<file path="src/rtl/tdma_pkg.sv">
package tdma_pkg;

  typedef enum logic [1:0] {
    CFG_GLOBAL    = 2'd0,
    CFG_SEG_START = 2'd1,
    CFG_SEG_CTRL  = 2'd2,
    CFG_POS       = 2'd3
  } cfg_kind_e;

  // A programmed length of zero behaves as a length of one.
  function automatic logic [31:0] nz_len(input logic [31:0] v);
    return (v == 32'd0) ? 32'd1 : v;
  endfunction

endpackage

</file>
<file path="src/rtl/tdma_sched_table.sv">
module tdma_sched_table
  import tdma_pkg::*;
#(
  parameter int N_CPU = 4,
  parameter int N_SEG = 8,
  parameter int N_POS = 4,
  parameter int TW    = 16,
  localparam int IDXW = $clog2(N_CPU),
  localparam int SEGW = $clog2(N_SEG),
  localparam int POSW = $clog2(N_POS),
  localparam int FW   = (IDXW > POSW + 1) ? IDXW : POSW + 1,
  localparam int DW   = TW + FW,
  localparam int AW   = 2 + SEGW + POSW
) (
  input  logic                                     clk,
  input  logic                                     rst_n,
  input  logic                                     arb_en,
  input  logic                                     cfg_we,
  input  logic [AW-1:0]                            cfg_addr,
  input  logic [DW-1:0]                            cfg_wdata,
  output logic [TW-1:0]                            period_o,
  output logic [SEGW-1:0]                          last_seg_o,
  output logic [N_SEG-1:0][TW-1:0]                 seg_start_o,
  output logic [N_SEG-1:0][POSW-1:0]               seg_last_pos_o,
  output logic [N_SEG-1:0]                         seg_uni_o,
  output logic [N_SEG-1:0][TW-1:0]                 seg_usize_o,
  output logic [N_SEG-1:0][N_POS-1:0][IDXW-1:0]    pos_owner_o,
  output logic [N_SEG-1:0][N_POS-1:0][TW-1:0]      pos_size_o
);

  cfg_kind_e        kind;
  logic [SEGW-1:0]  seg_a;
  logic [POSW-1:0]  pos_a;
  logic             wr_ok;

  assign kind  = cfg_kind_e'(cfg_addr[AW-1 -: 2]);
  assign seg_a = cfg_addr[POSW +: SEGW];
  assign pos_a = cfg_addr[0 +: POSW];
  assign wr_ok = cfg_we & ~arb_en;

  logic [TW-1:0]                          period_q;
  logic [SEGW-1:0]                        last_seg_q;
  logic [N_SEG-1:0][TW-1:0]               seg_start_q;
  logic [N_SEG-1:0][POSW-1:0]             seg_last_pos_q;
  logic [N_SEG-1:0]                       seg_uni_q;
  logic [N_SEG-1:0][TW-1:0]               seg_usize_q;
  logic [N_SEG-1:0][N_POS-1:0][IDXW-1:0]  pos_owner_q;
  logic [N_SEG-1:0][N_POS-1:0][TW-1:0]    pos_size_q;

  always_ff @(posedge clk or negedge rst_n) begin
    if (!rst_n) begin
      period_q       <= '0;
      last_seg_q     <= '0;
      seg_start_q    <= '0;
      seg_last_pos_q <= '0;
      seg_uni_q      <= '0;
      seg_usize_q    <= '0;
      pos_owner_q    <= '0;
      pos_size_q     <= '0;
    end else if (wr_ok) begin
      case (kind)
        CFG_GLOBAL: begin
          if (pos_a == POSW'(0))      period_q   <= cfg_wdata[TW-1:0];
          else if (pos_a == POSW'(1)) last_seg_q <= cfg_wdata[SEGW-1:0];
        end
        CFG_SEG_START: seg_start_q[seg_a] <= cfg_wdata[TW-1:0];
        CFG_SEG_CTRL: begin
          seg_usize_q[seg_a]    <= cfg_wdata[TW-1:0];
          seg_last_pos_q[seg_a] <= cfg_wdata[TW +: POSW];
          seg_uni_q[seg_a]      <= cfg_wdata[TW + POSW];
        end
        CFG_POS: begin
          pos_size_q[seg_a][pos_a]  <= cfg_wdata[TW-1:0];
          pos_owner_q[seg_a][pos_a] <= cfg_wdata[TW +: IDXW];
        end
        default: ;
      endcase
    end
  end

  assign period_o       = period_q;
  assign last_seg_o     = last_seg_q;
  assign seg_start_o    = seg_start_q;
  assign seg_last_pos_o = seg_last_pos_q;
  assign seg_uni_o      = seg_uni_q;
  assign seg_usize_o    = seg_usize_q;
  assign pos_owner_o    = pos_owner_q;
  assign pos_size_o     = pos_size_q;

  // writes while arbitration runs leave the whole table unchanged
  p_table_locked_r9: assert property (@(posedge clk) disable iff (!rst_n)
    (cfg_we && arb_en) |=> ($stable(period_q) && $stable(last_seg_q) &&
                            $stable(seg_start_q) && $stable(seg_usize_q) &&
                            $stable(seg_uni_q) && $stable(seg_last_pos_q) &&
                            $stable(pos_size_q) && $stable(pos_owner_q)));

endmodule

</file>
<file path="src/rtl/tdma_time_walker.sv">
module tdma_time_walker
  import tdma_pkg::*;
#(
  parameter int N_CPU = 4,
  parameter int N_SEG = 8,
  parameter int N_POS = 4,
  parameter int TW    = 16,
  localparam int IDXW = $clog2(N_CPU),
  localparam int SEGW = $clog2(N_SEG),
  localparam int POSW = $clog2(N_POS)
) (
  input  logic                                     clk,
  input  logic                                     rst_n,
  input  logic                                     arb_en,
  input  logic [TW-1:0]                            period_i,
  input  logic [SEGW-1:0]                          last_seg_i,
  input  logic [N_SEG-1:0][TW-1:0]                 seg_start_i,
  input  logic [N_SEG-1:0][POSW-1:0]               seg_last_pos_i,
  input  logic [N_SEG-1:0]                         seg_uni_i,
  input  logic [N_SEG-1:0][TW-1:0]                 seg_usize_i,
  input  logic [N_SEG-1:0][N_POS-1:0][IDXW-1:0]    pos_owner_i,
  input  logic [N_SEG-1:0][N_POS-1:0][TW-1:0]      pos_size_i,
  output logic [IDXW-1:0]                          owner_o,
  output logic [TW-1:0]                            rem_o
);

  logic [TW-1:0]   t_q;
  logic [SEGW-1:0] seg_q;
  logic [POSW-1:0] pos_q;
  logic [TW-1:0]   off_q;

  logic [SEGW-1:0] seg_nxt;
  logic [POSW-1:0] pos_nxt;
  logic [TW-1:0]   cur_len;
  logic [TW-1:0]   per_len;

  // Named internal events
  logic wrap_ev;
  logic seg_step_ev;
  logic slot_end_ev;

  function automatic logic [TW-1:0] slot_len(input logic uni,
                                             input logic [TW-1:0] usize,
                                             input logic [TW-1:0] psize);
    return TW'(nz_len(32'(uni ? usize : psize)));
  endfunction

  assign seg_nxt = seg_q + 1'b1;
  assign pos_nxt = (pos_q == seg_last_pos_i[seg_q]) ? '0 : pos_q + 1'b1;
  assign cur_len = slot_len(seg_uni_i[seg_q], seg_usize_i[seg_q],
                            pos_size_i[seg_q][pos_q]);
  assign per_len = TW'(nz_len(32'(period_i)));

  assign wrap_ev     = arb_en && (t_q == per_len - 1'b1);
  assign seg_step_ev = arb_en && !wrap_ev && (seg_q != last_seg_i) &&
                       (t_q + 1'b1 == seg_start_i[seg_nxt]);
  assign slot_end_ev = arb_en && !wrap_ev && !seg_step_ev &&
                       (off_q == cur_len - 1'b1);

  always_ff @(posedge clk or negedge rst_n) begin
    if (!rst_n) begin
      t_q   <= '0;
      seg_q <= '0;
      pos_q <= '0;
      off_q <= '0;
    end else if (!arb_en || wrap_ev) begin
      t_q   <= '0;
      seg_q <= '0;
      pos_q <= '0;
      off_q <= '0;
    end else if (seg_step_ev) begin
      t_q   <= t_q + 1'b1;
      seg_q <= seg_nxt;
      pos_q <= '0;
      off_q <= '0;
    end else if (slot_end_ev) begin
      t_q   <= t_q + 1'b1;
      pos_q <= pos_nxt;
      off_q <= '0;
    end else begin
      t_q   <= t_q + 1'b1;
      off_q <= off_q + 1'b1;
    end
  end

  assign owner_o = pos_owner_i[seg_q][pos_q];
  assign rem_o   = cur_len - off_q;

  // first enabled cycle sits at the very start of the schedule
  p_restart_r10: assert property (@(posedge clk) disable iff (!rst_n)
    $rose(arb_en) |-> (t_q == '0 && seg_q == '0 && pos_q == '0 && off_q == '0));

  // the period end returns to time 0, segment 0, position 0
  p_wrap_r4: assert property (@(posedge clk) disable iff (!rst_n)
    wrap_ev |=> (t_q == '0 && seg_q == '0 && pos_q == '0));

  // a new segment always opens at its first position
  p_seg_open_r5: assert property (@(posedge clk) disable iff (!rst_n)
    seg_step_ev |=> (pos_q == '0 && off_q == '0 && seg_q == $past(seg_nxt)));

  // remaining count stays inside the slot and counts down
  p_rem_range_r11: assert property (@(posedge clk) disable iff (!rst_n)
    arb_en |-> (rem_o != '0 && rem_o <= cur_len));

  p_rem_count_r11: assert property (@(posedge clk) disable iff (!rst_n)
    (arb_en && !wrap_ev && !seg_step_ev && !slot_end_ev) |=>
      (!arb_en || rem_o == $past(rem_o) - 1'b1));

endmodule

</file>
<file path="src/rtl/tdma_grant_gate.sv">
module tdma_grant_gate #(
  parameter int N_CPU = 4,
  localparam int IDXW = $clog2(N_CPU)
) (
  input  logic             clk,
  input  logic             rst_n,
  input  logic             arb_en,
  input  logic [N_CPU-1:0] bus_req,
  input  logic [IDXW-1:0]  owner,
  output logic [N_CPU-1:0] bus_gnt
);

  for (genvar i = 0; i < N_CPU; i++) begin : g_gnt
    assign bus_gnt[i] = arb_en & bus_req[i] & (owner == IDXW'(i));
  end

  // never more than one grant
  p_onehot_r2: assert property (@(posedge clk) disable iff (!rst_n)
    $onehot0(bus_gnt));

  // any grant belongs to the requesting slot owner
  p_owner_only_r2: assert property (@(posedge clk) disable iff (!rst_n)
    (|bus_gnt) |-> (bus_req[owner] && bus_gnt[owner]));

  // a requesting owner in an enabled cycle is served
  p_serve_r2: assert property (@(posedge clk) disable iff (!rst_n)
    (arb_en && bus_req[owner]) |-> bus_gnt[owner]);

  // idle slot is not handed to anyone
  p_idle_slot_r3: assert property (@(posedge clk) disable iff (!rst_n)
    (arb_en && !bus_req[owner]) |-> (bus_gnt == '0));

  // no grant while disabled
  p_disabled_r1: assert property (@(posedge clk) disable iff (!rst_n)
    !arb_en |-> (bus_gnt == '0));

endmodule

</file>
<file path="src/rtl/tdma_table_arbiter.sv">
module tdma_table_arbiter
  import tdma_pkg::*;
#(
  parameter int N_CPU = 4,
  parameter int N_SEG = 8,
  parameter int N_POS = 4,
  parameter int TW    = 16,
  localparam int IDXW = $clog2(N_CPU),
  localparam int SEGW = $clog2(N_SEG),
  localparam int POSW = $clog2(N_POS),
  localparam int FW   = (IDXW > POSW + 1) ? IDXW : POSW + 1,
  localparam int DW   = TW + FW,
  localparam int AW   = 2 + SEGW + POSW
) (
  input  logic             clk,
  input  logic             rst_n,
  input  logic             arb_en,
  input  logic             cfg_we,
  input  logic [AW-1:0]    cfg_addr,
  input  logic [DW-1:0]    cfg_wdata,
  input  logic [N_CPU-1:0] bus_req,
  output logic [N_CPU-1:0] bus_gnt,
  output logic [IDXW-1:0]  cur_owner,
  output logic [TW-1:0]    slot_left
);

  logic [TW-1:0]                          period;
  logic [SEGW-1:0]                        last_seg;
  logic [N_SEG-1:0][TW-1:0]               seg_start;
  logic [N_SEG-1:0][POSW-1:0]             seg_last_pos;
  logic [N_SEG-1:0]                       seg_uni;
  logic [N_SEG-1:0][TW-1:0]               seg_usize;
  logic [N_SEG-1:0][N_POS-1:0][IDXW-1:0]  pos_owner;
  logic [N_SEG-1:0][N_POS-1:0][TW-1:0]    pos_size;

  tdma_sched_table #(.N_CPU(N_CPU), .N_SEG(N_SEG), .N_POS(N_POS), .TW(TW)) u_table (
    .clk            (clk),
    .rst_n          (rst_n),
    .arb_en         (arb_en),
    .cfg_we         (cfg_we),
    .cfg_addr       (cfg_addr),
    .cfg_wdata      (cfg_wdata),
    .period_o       (period),
    .last_seg_o     (last_seg),
    .seg_start_o    (seg_start),
    .seg_last_pos_o (seg_last_pos),
    .seg_uni_o      (seg_uni),
    .seg_usize_o    (seg_usize),
    .pos_owner_o    (pos_owner),
    .pos_size_o     (pos_size)
  );

  tdma_time_walker #(.N_CPU(N_CPU), .N_SEG(N_SEG), .N_POS(N_POS), .TW(TW)) u_walker (
    .clk            (clk),
    .rst_n          (rst_n),
    .arb_en         (arb_en),
    .period_i       (period),
    .last_seg_i     (last_seg),
    .seg_start_i    (seg_start),
    .seg_last_pos_i (seg_last_pos),
    .seg_uni_i      (seg_uni),
    .seg_usize_i    (seg_usize),
    .pos_owner_i    (pos_owner),
    .pos_size_i     (pos_size),
    .owner_o        (cur_owner),
    .rem_o          (slot_left)
  );

  tdma_grant_gate #(.N_CPU(N_CPU)) u_gate (
    .clk     (clk),
    .rst_n   (rst_n),
    .arb_en  (arb_en),
    .bus_req (bus_req),
    .owner   (cur_owner),
    .bus_gnt (bus_gnt)
  );

  // on a slot change the previous owner's grant is already gone
  p_handover_r8: assert property (@(posedge clk) disable iff (!rst_n)
    (arb_en && $past(arb_en) && cur_owner != $past(cur_owner)) |->
      !bus_gnt[$past(cur_owner)]);

endmodule

</file>
<file path="config.mk">
export PLATFORM = sky130hd
export DESIGN_NAME = tdma_table_arbiter
export DESIGN_NICKNAME = d
export VERILOG_FILES = /design/src/rtl/tdma_pkg.sv /design/src/rtl/tdma_sched_table.sv /design/src/rtl/tdma_time_walker.sv /design/src/rtl/tdma_grant_gate.sv /design/src/rtl/tdma_table_arbiter.sv
export SDC_FILE = /design/constraint.sdc
export NUM_CORES = 1
export LEC_CHECK = 0
export ABC_AREA = 1
export BUFFER_PORTS_ARGS = -buffer_cell sky130_fd_sc_hd__buf_4
export CAP_MARGIN = 20
export CORE_MARGIN = 2
export CORE_UTILIZATION = 40
export DETAILED_ROUTE_END_ITERATION = 10
export PLACE_DENSITY = 0.56
export SYNTH_ARGS = -nofsm -noshare
export SYNTH_HDL_FRONTEND = slang
export SYNTH_SLANG_ARGS = --single-unit
export TNS_END_PERCENT = 1
</file>
<file path="constraint.sdc">
create_clock -name clk -period 5 [get_ports clk]
set_input_delay 0.25 -clock clk [delete_from_list [all_inputs] [get_ports clk]]
set_output_delay 0.25 -clock clk [all_outputs]
set_load 0.01 [all_outputs]
</file>
==> key figures, run 1 <==
Detailed routing
  • Detail-routed via count per cell: roughly 5.3
  • DR DRC count: 0
  • Number of nets with antenna violations after routing: 0
  • Vias: ~38000
  • Routed wire length: ~140 mm
  • DR pass1 iterations: 5
  • Violation count after the first detailed-route iteration: a little under 4000
  • Average routed wire per standard cell: 19.6 um

Logic synthesis
  • Yosys warning total: 0
  • Cells after synthesis: 5627
  • Syn avg cell area: 7.81 um2
  • Number of flops mapped to enable cells by yosys: 0
  • Mapped Nets: 5682
  • Ys flop type: dfrtp_1
  • Number of synthesized register bits: 912
  • Synth cell types: 46
  • Async set-reset flop share out of synthesis: 1.00
  • Mapped cell area: roughly 44000 um2
  • Sequential share of the synthesized area: 0.519

Final layout
  • Layout net count: around 5700
  • Syn-to-layout area delta: 17.2%
  • Number of fill cells in the layout: ~11000
  • Area occupied by multi-input gates: roughly 18000 um2
  • Leading cell types in the layout, fill and taps excluded: nand2_1 (1818), o21ai_0 (1046), dfrtp_1 (909)
  • Utilization after layout: 0.473
  • FF+latch area: between 20000 and 25000 um2
  • Number of inserted diodes: 0
  • Share of post-route cells with drive strength above 1: 0.119
  • Leading cell type in the layout, fill and taps excluded: nand2_1

Timing
  • Accumulated negative setup slack: -1880 ps
  • Final critical-path required period: between 5000 and 6000 ps
  • Number of failing hold endpoints at the final stage: 0
  • Max Clock Freq: about 180 MHz
  • Final Slew Violations: 0
  • WHS: 44.8 ps
  • RSZ-0062 raised after global routing: true
  • Post-Route Skew: 22.5 ps
  • Share of the cycle needed by the critical path after routing: 1.11
  • Worst-margin pin slew: roughly 1100 ps
  • Final setup viols: 6
  • Max_slew headroom: 0.244
  • Fin worst setup slack: -567 ps

Worst setup path
  • Element type at the critical path end: primary output
  • Startpoint class of the critical path: register
  • Delay of the slowest cell on the worst path: 470 ps
  • Data arrival time at the worst-slack endpoint: ~5300 ps
  • Critical Path Slowest Stage Cell: dfrtp_4
  • Critical path start-end classification: register to primary output
  • Required arrival time at the worst endpoint: around 4800 ps
  • CP Max Fanout: 23
  • Cell with the most instances on the worst path: buf_4

Status
  • Violations in the final reports: setup timing
  • Outcome: complete, but fails checks

Global routing
  • Vias in the first global route: around 36000
  • Wire length of the first global-routing pass: around 220 mm
  • Met1 Use GR: 0.365
  • Most utilized layer in the global route result: met2
  • Total gr overflow: 0
  • Met3 Resource Use GR: 0.0315
  • Total GRT Usage: 0.251
  • Pin count of the biggest net entering global routing: 141
  • Met2 usage in global routing: 0.401
  • Number of antenna violations at the first check in global routing: 4

Placed design
  • HPWL Detailed: ~85 mm
  • Count of input and output buffers: 55
  • Global placer's final weighted congestion: between 0.8 and 0.9
  • Post-placement worst setup slack: -154 ps

CTS
  • Clock root buffer: clkbuf_16
  • Reg clk slew, reported paths: ~60 ps
  • TritonCTS clock tree: done
  • Maximum number of buffers from clock root to sink: 3
  • CTS HTree Levels: 3
  • Clock buffers created by TritonCTS: 103
  • Clock latency on the worst-skew pair: 680 ps
  • Count of clock tree sinks: roughly 910

Power and ir drop
  • Peak VDD IR: between 0.3 and 0.4 mV
  • Power density of the placed cells: around 460 nW/um2
  • Static leakage power: ~24 nW

Floorplanning
  • Die boundary width: ~340 um
  • # IOs: 56
  • Height of the die: approximately 340 um
  • Die area: between 100000 and 150000 um2
  • Std-Cell Rows: around 120
  • Core box area: 109000 um2
  • Initial Util: 0.404

Hold path
  • Worst hold path type: input port to register

Flow run
  • Max cap viols: 0
cell type report:
type,count,area share
clock buffers,152,0.0596
clock inverters,33,0.0107
flip-flops and latches,912,0.443
multi-input cells,3992,0.358
inverters,303,0.0224
repair buffers,378,0.0723
well taps,1414,0.0343
per-layer routing:
metal	vias up	wire [um]
li1	18300	-
met1	18300	65500
met2	1031	64100
met3	172	7920
met4	0	2900
met5	-	0
cell usage after synthesis, types with 12 or more instances:
library cell	count	area, um2
xnor2_1	17	149
xor2_1	73	639
buf_2	70	350
o211ai_1	27	203
or2_2	12	75.1
a21oi_1	40	200
dfrtp_1	912	22800
buf_4	18	135
nand3_1	281	1410
nor2_2	17	106
o221ai_1	17	149
nand2_1	1844	6920
o21ai_0	1055	5280
buf_6	16	180
nor2_1	396	1490
nand4_1	14	87.6
clkbuf_1	306	1150
inv_1	292	1100
ha_1	20	250
nor3_1	27	135
o21ai_1	49	245
o22ai_1	44	275
kinds of logic after synthesis:
logic type	Yosys count	synth area share
AO/OA/AOI/OAI	1264	0.151
flip-flops	912	0.519
buffers and inverters	723	0.0683
adder cells (fa/ha/maj)	21	0.00615
AND/OR/NAND/NOR	2617	0.237
XOR/XNOR	90	0.0179
sequential cells by signal (all words and copies together) (netlist names), 3 cells and up:
| register | count |
|---|---|
| u_table.period_o | 16 |
| u_table.seg_last_pos_o | 16 |
| u_table.pos_size_o | 512 |
| u_table.seg_uni_o | 8 |
| u_table.seg_usize_o | 128 |
| u_walker.t_q | 16 |
| u_walker.seg_q | 3 |
| u_walker.off_q | 16 |
| u_table.last_seg_o | 3 |
| u_table.seg_start_o | 128 |
| u_table.pos_owner_o | 64 |
repair_timing:
action                                 CTS  global route
pin swaps                               26            13
endpoints found under the hold margin   93             0
gates cloned                             5             0
hold buffers                             3             0
setup endpoints to repair                9            26
setup buffers                           17             2
resized for setup                       81            21
critical path, delay by kind of cell, from the launching register on:
family / cells / cell delay [ps]
fa+ha+maj: 2 / 550
simple gates: 12 / 1220
xor+xnor: 1 / 160
compound gates: 5 / 670
buf+inv: 12 / 1530
flops: 1 / 470
worst paths after layout:
kind                                         startpoint  slack, ps  depth (start not counted)                      end
worst max-delay path                  u_walker.seg_q[0]       -570                         32             slot_left[8]
worst min-delay path                       cfg_wdata[6]         40                          3  u_table.pos_size_o[358]
worst max register to register        u_walker.seg_q[0]        440                         18        u_walker.pos_q[1]
worst min register to register  u_table.seg_start_o[48]        480                          2  u_table.seg_start_o[48]
max in group asynchronous                         rst_n       3400                          3  u_table.seg_usize_o[61]
min in group asynchronous                         rst_n        230                          2   u_table.pos_size_o[87]
power by group:
group | total (mW) | switching [mW] | internal [mW]
clock network | 8.11 | 3.16 | 4.95
logic | 7.24 | 4.24 | 3.00
registers | 8.27 | 0.330 | 7.94
total | 23.6 | 7.73 | 15.9
per-stage QoR:
step | cells | area, um2 | total power, mW
after floorplan | 5627 | 44000 | 12.2
after global placement | 6961 | 47000 | 15.1
after detailed placement | 6967 | 47100 | 15.2
after CTS | 7177 | 51300 | 23.7
after global routing | 7184 | 51500 | 24.9
final | 7184 | 51500 | 23.6
Power figures use the tool's default switching activity.
==> run 2: changes to the inputs <==
--- a/config.mk
+++ b/config.mk
@@ -9,9 +9,9 @@
 export BUFFER_PORTS_ARGS = -buffer_cell sky130_fd_sc_hd__buf_4
 export CAP_MARGIN = 20
 export CORE_MARGIN = 2
-export CORE_UTILIZATION = 40
+export CORE_UTILIZATION = 58
 export DETAILED_ROUTE_END_ITERATION = 10
-export PLACE_DENSITY = 0.56
+export PLACE_DENSITY = 0.7
 export SYNTH_ARGS = -nofsm -noshare
 export SYNTH_HDL_FRONTEND = slang
 export SYNTH_SLANG_ARGS = --single-unit
==> constraint.sdc (replaced) <==
create_clock -name clk -period 5.26 [get_ports clk]
set_input_delay 0.263 -clock clk [delete_from_list [all_inputs] [get_ports clk]]
set_output_delay 0.263 -clock clk [all_outputs]
set_load 0.01 [all_outputs]
==> run 2 against run 1 <==
  * The run still ends with setup timing left
  * Clock skew shrank 6.6 ps
  * Die area shrank 31%
  * Critical endpoint is now slot_left[14]
  * Clock-buffer cell count is the same
  * Wire length shrank 2.7%
  * Global-route usage grew 10 points
  * Non-clock buffer count shrank 74
  * Utilization grew 20 points
==> key figures, run 2 (synthesis gave the netlist of run 1 again) <==
Status
  • Outcome: complete, but fails checks
  • Violations in the final reports: setup timing

Detailed routing
  • Violation count after the first detailed-route iteration: between 4000 and 5000
  • Detail-routed via count per cell: about 5.8
  • Vias: around 39000
  • Number of nets with antenna violations after routing: 0
  • Average routed wire per standard cell: 20.5 um
  • DR pass1 iterations: 9
  • DR DRC count: 0
  • Routed wire length: ~140 mm

Worst setup path
  • Critical path buffers and inverters: 6
  • CP delay by family, top: simple AND/OR/NAND/NOR gates
  • Critical Path Slowest Stage Cell: dfrtp_4
  • R2R cell count: 39
  • CP Max Fanout: 14
  • Worst R2R Setup Slack: -240 ps
  • Required arrival time at the worst endpoint: roughly 5000 ps
  • Data arrival time at the worst-slack endpoint: approximately 5300 ps
  • Worst R2R End: u_walker.off_q[14]
  • Startpoint of the lowest-slack register-to-register path: u_walker.seg_q[0]
  • Startpoint class of the critical path: register
  • Critical path start-end classification: register to primary output
  • Delay of the slowest cell on the worst path: ~470 ps
  • Element type at the critical path end: primary output

Global routing
  • Wire length of the first global-routing pass: approximately 210 mm
  • Total GRT Usage: 0.352
  • Number of antenna violations at the first check in global routing: 3
  • Pin count of the biggest net entering global routing: 149
  • Vias in the first global route: approximately 37000
  • Total gr overflow: 0

Flow run
  • Max cap viols: 0

Floorplanning
  • Initial Util: 0.588
  • Core box area: 74700 um2
  • # IOs: 56
  • Die boundary width: around 280 um
  • Height of the die: about 280 um
  • Std-Cell Rows: 100
  • Die area: just under 80000 um2

Timing
  • Max_slew headroom: 0.231
  • Worst-margin pin slew: around 1200 ps
  • Number of failing hold endpoints at the final stage: 0
  • Final critical-path required period: about 5500 ps
  • Fin worst setup slack: -265 ps
  • Max Clock Freq: between 150 and 200 MHz
  • Post-Route Skew: around 16 ps
  • Final Slew Violations: 0
  • Share of the cycle needed by the critical path after routing: 1.05
  • Final setup viols: 24
  • RSZ-0062 raised after global routing: true

CTS
  • Reg clk slew, reported paths: roughly 60 ps
  • Clock root buffer: clkbuf_16
  • TritonCTS clock tree: done
  • Clock buffers created by TritonCTS: 98
  • Clock latency on the worst-skew pair: 660 ps
  • CTS HTree Levels: 3
  • Count of clock tree sinks: about 910
  • Maximum number of buffers from clock root to sink: 3

Placed design
  • Count of input and output buffers: 55
  • Global placer's final weighted congestion: around 0.95
  • HPWL Detailed: around 80 mm
  • Post-placement worst setup slack: -70.8 ps
  • Cell total after placement: 6404

Power and ir drop
  • Power density of the placed cells: ~440 nW/um2
  • Static leakage power: ~24 nW
  • Peak VDD IR: about 0.3 mV

Final layout
  • Share of post-route cells with drive strength above 1: 0.107
  • Number of inserted diodes: 0
  • Syn-to-layout area delta: 14.5%
  • Number of flip-flops under the largest register name: approximately 510
  • Leading cell types in the layout, fill and taps excluded: nand2_1 (1806), o21ai_0 (1047), dfrtp_1 (909)
  • Leading cell type in the layout, fill and taps excluded: nand2_1
  • Final standard cell count with taps included and fillers excluded: roughly 6700
  • Layout net count: between 5000 and 6000

Hold path
  • Hold path depth: 3
  • Worst hold endpoint: u_table.last_seg_o[2]
  • Start point of the worst min-delay path: cfg_addr[0]
  • Worst hold path type: input port to register
run 2: cell types whose count changed in the layout (fill, tap and decap cells not counted), sizes merged:
cell         change
clkinv           -3
dlygate4sd3      -2
bufbuf           +4
buf             -77
nor2             +1
inv              -4
nand2            +3
clkinvlp         +3
clkbuf           +1
bufinv           -5
run 2: per-layer routing:
metal  GRT usage  vias to the layer above  part of all wire  routed length, um
met5           0                        -           0.00020                 28
met4       0.161                        4             0.050               6790
met3      0.0575                      347             0.078              10600
met2       0.559                     1600              0.46              62700
met1       0.478                    18700              0.41              56500
li1            -                    18100                 -                  -
run 2: how the worst max path moves through the flow:
| stage | startpoint | to | slack [ps] | cells after the start |
|---|---|---|---|---|
| floorplan | u_walker.seg_q[0] | slot_left[14] | 860 | 30 |
| global placement | u_walker.seg_q[0] | slot_left[14] | -50 | 31 |
| detailed placement | u_walker.seg_q[0] | slot_left[14] | -70 | 31 |
| CTS | u_walker.seg_q[0] | slot_left[14] | -170 | 33 |
| global route | u_walker.seg_q[0] | slot_left[15] | -550 | 36 |
| finish | u_walker.seg_q[0] | slot_left[14] | -260 | 32 |
run 2: power breakdown:
part	internal (mW)	switching, mW
Clock	4.25	2.86
Sequential	7.55	0.336
Combinational	2.75	4.28
run 2: cell type report:
class                           instances  area, um2
Fill cell                            6194      24400
Sequential cell                       912      22800
Multi-Input combinational cell       3996      18500
Timing Repair Buffer                  304       3280
Clock buffer                          152       2930
Tap cell                              969       1210
Inverter                              303       1170
Clock inverter                         23        367
Timing Repair inverter                  1       8.76
run 2: what timing repair did:
action	4_1_cts	5_1_grt
hold buffers	1	0
resized for setup	94	23
setup buffers	43	15
endpoints found under the setup margin	7	25
hold endpoints to repair	96	0
cloned	12	3
pin swaps	30	23
run 2: metrics by stage:
| stage | area [um2] | setup TNS (ps) | utilization | total power, mW | hold WS (ps) |
|---|---|---|---|---|---|
| 2_1_floorplan | 44000 | 0 | - | 11.6 | -32.6 |
| 3_3_place_gp | 45500 | -54.2 | 0.609 | 13.9 | 416 |
| 3_5_place_dp | 45500 | -121 | 0.610 | 14.0 | 398 |
| 4_1_cts | 49900 | -356 | 0.668 | 21.7 | 42.7 |
| 5_1_grt | 50300 | -9130 | 0.674 | 23.0 | 96.9 |
| 6_report | 50300 | -4850 | 0.674 | 22.0 | 72.1 |
run 2: worst min-delay path, stage by stage:
cell and delay [ps]:
buf_4 130, nand4_1 190, o21ai_0 100
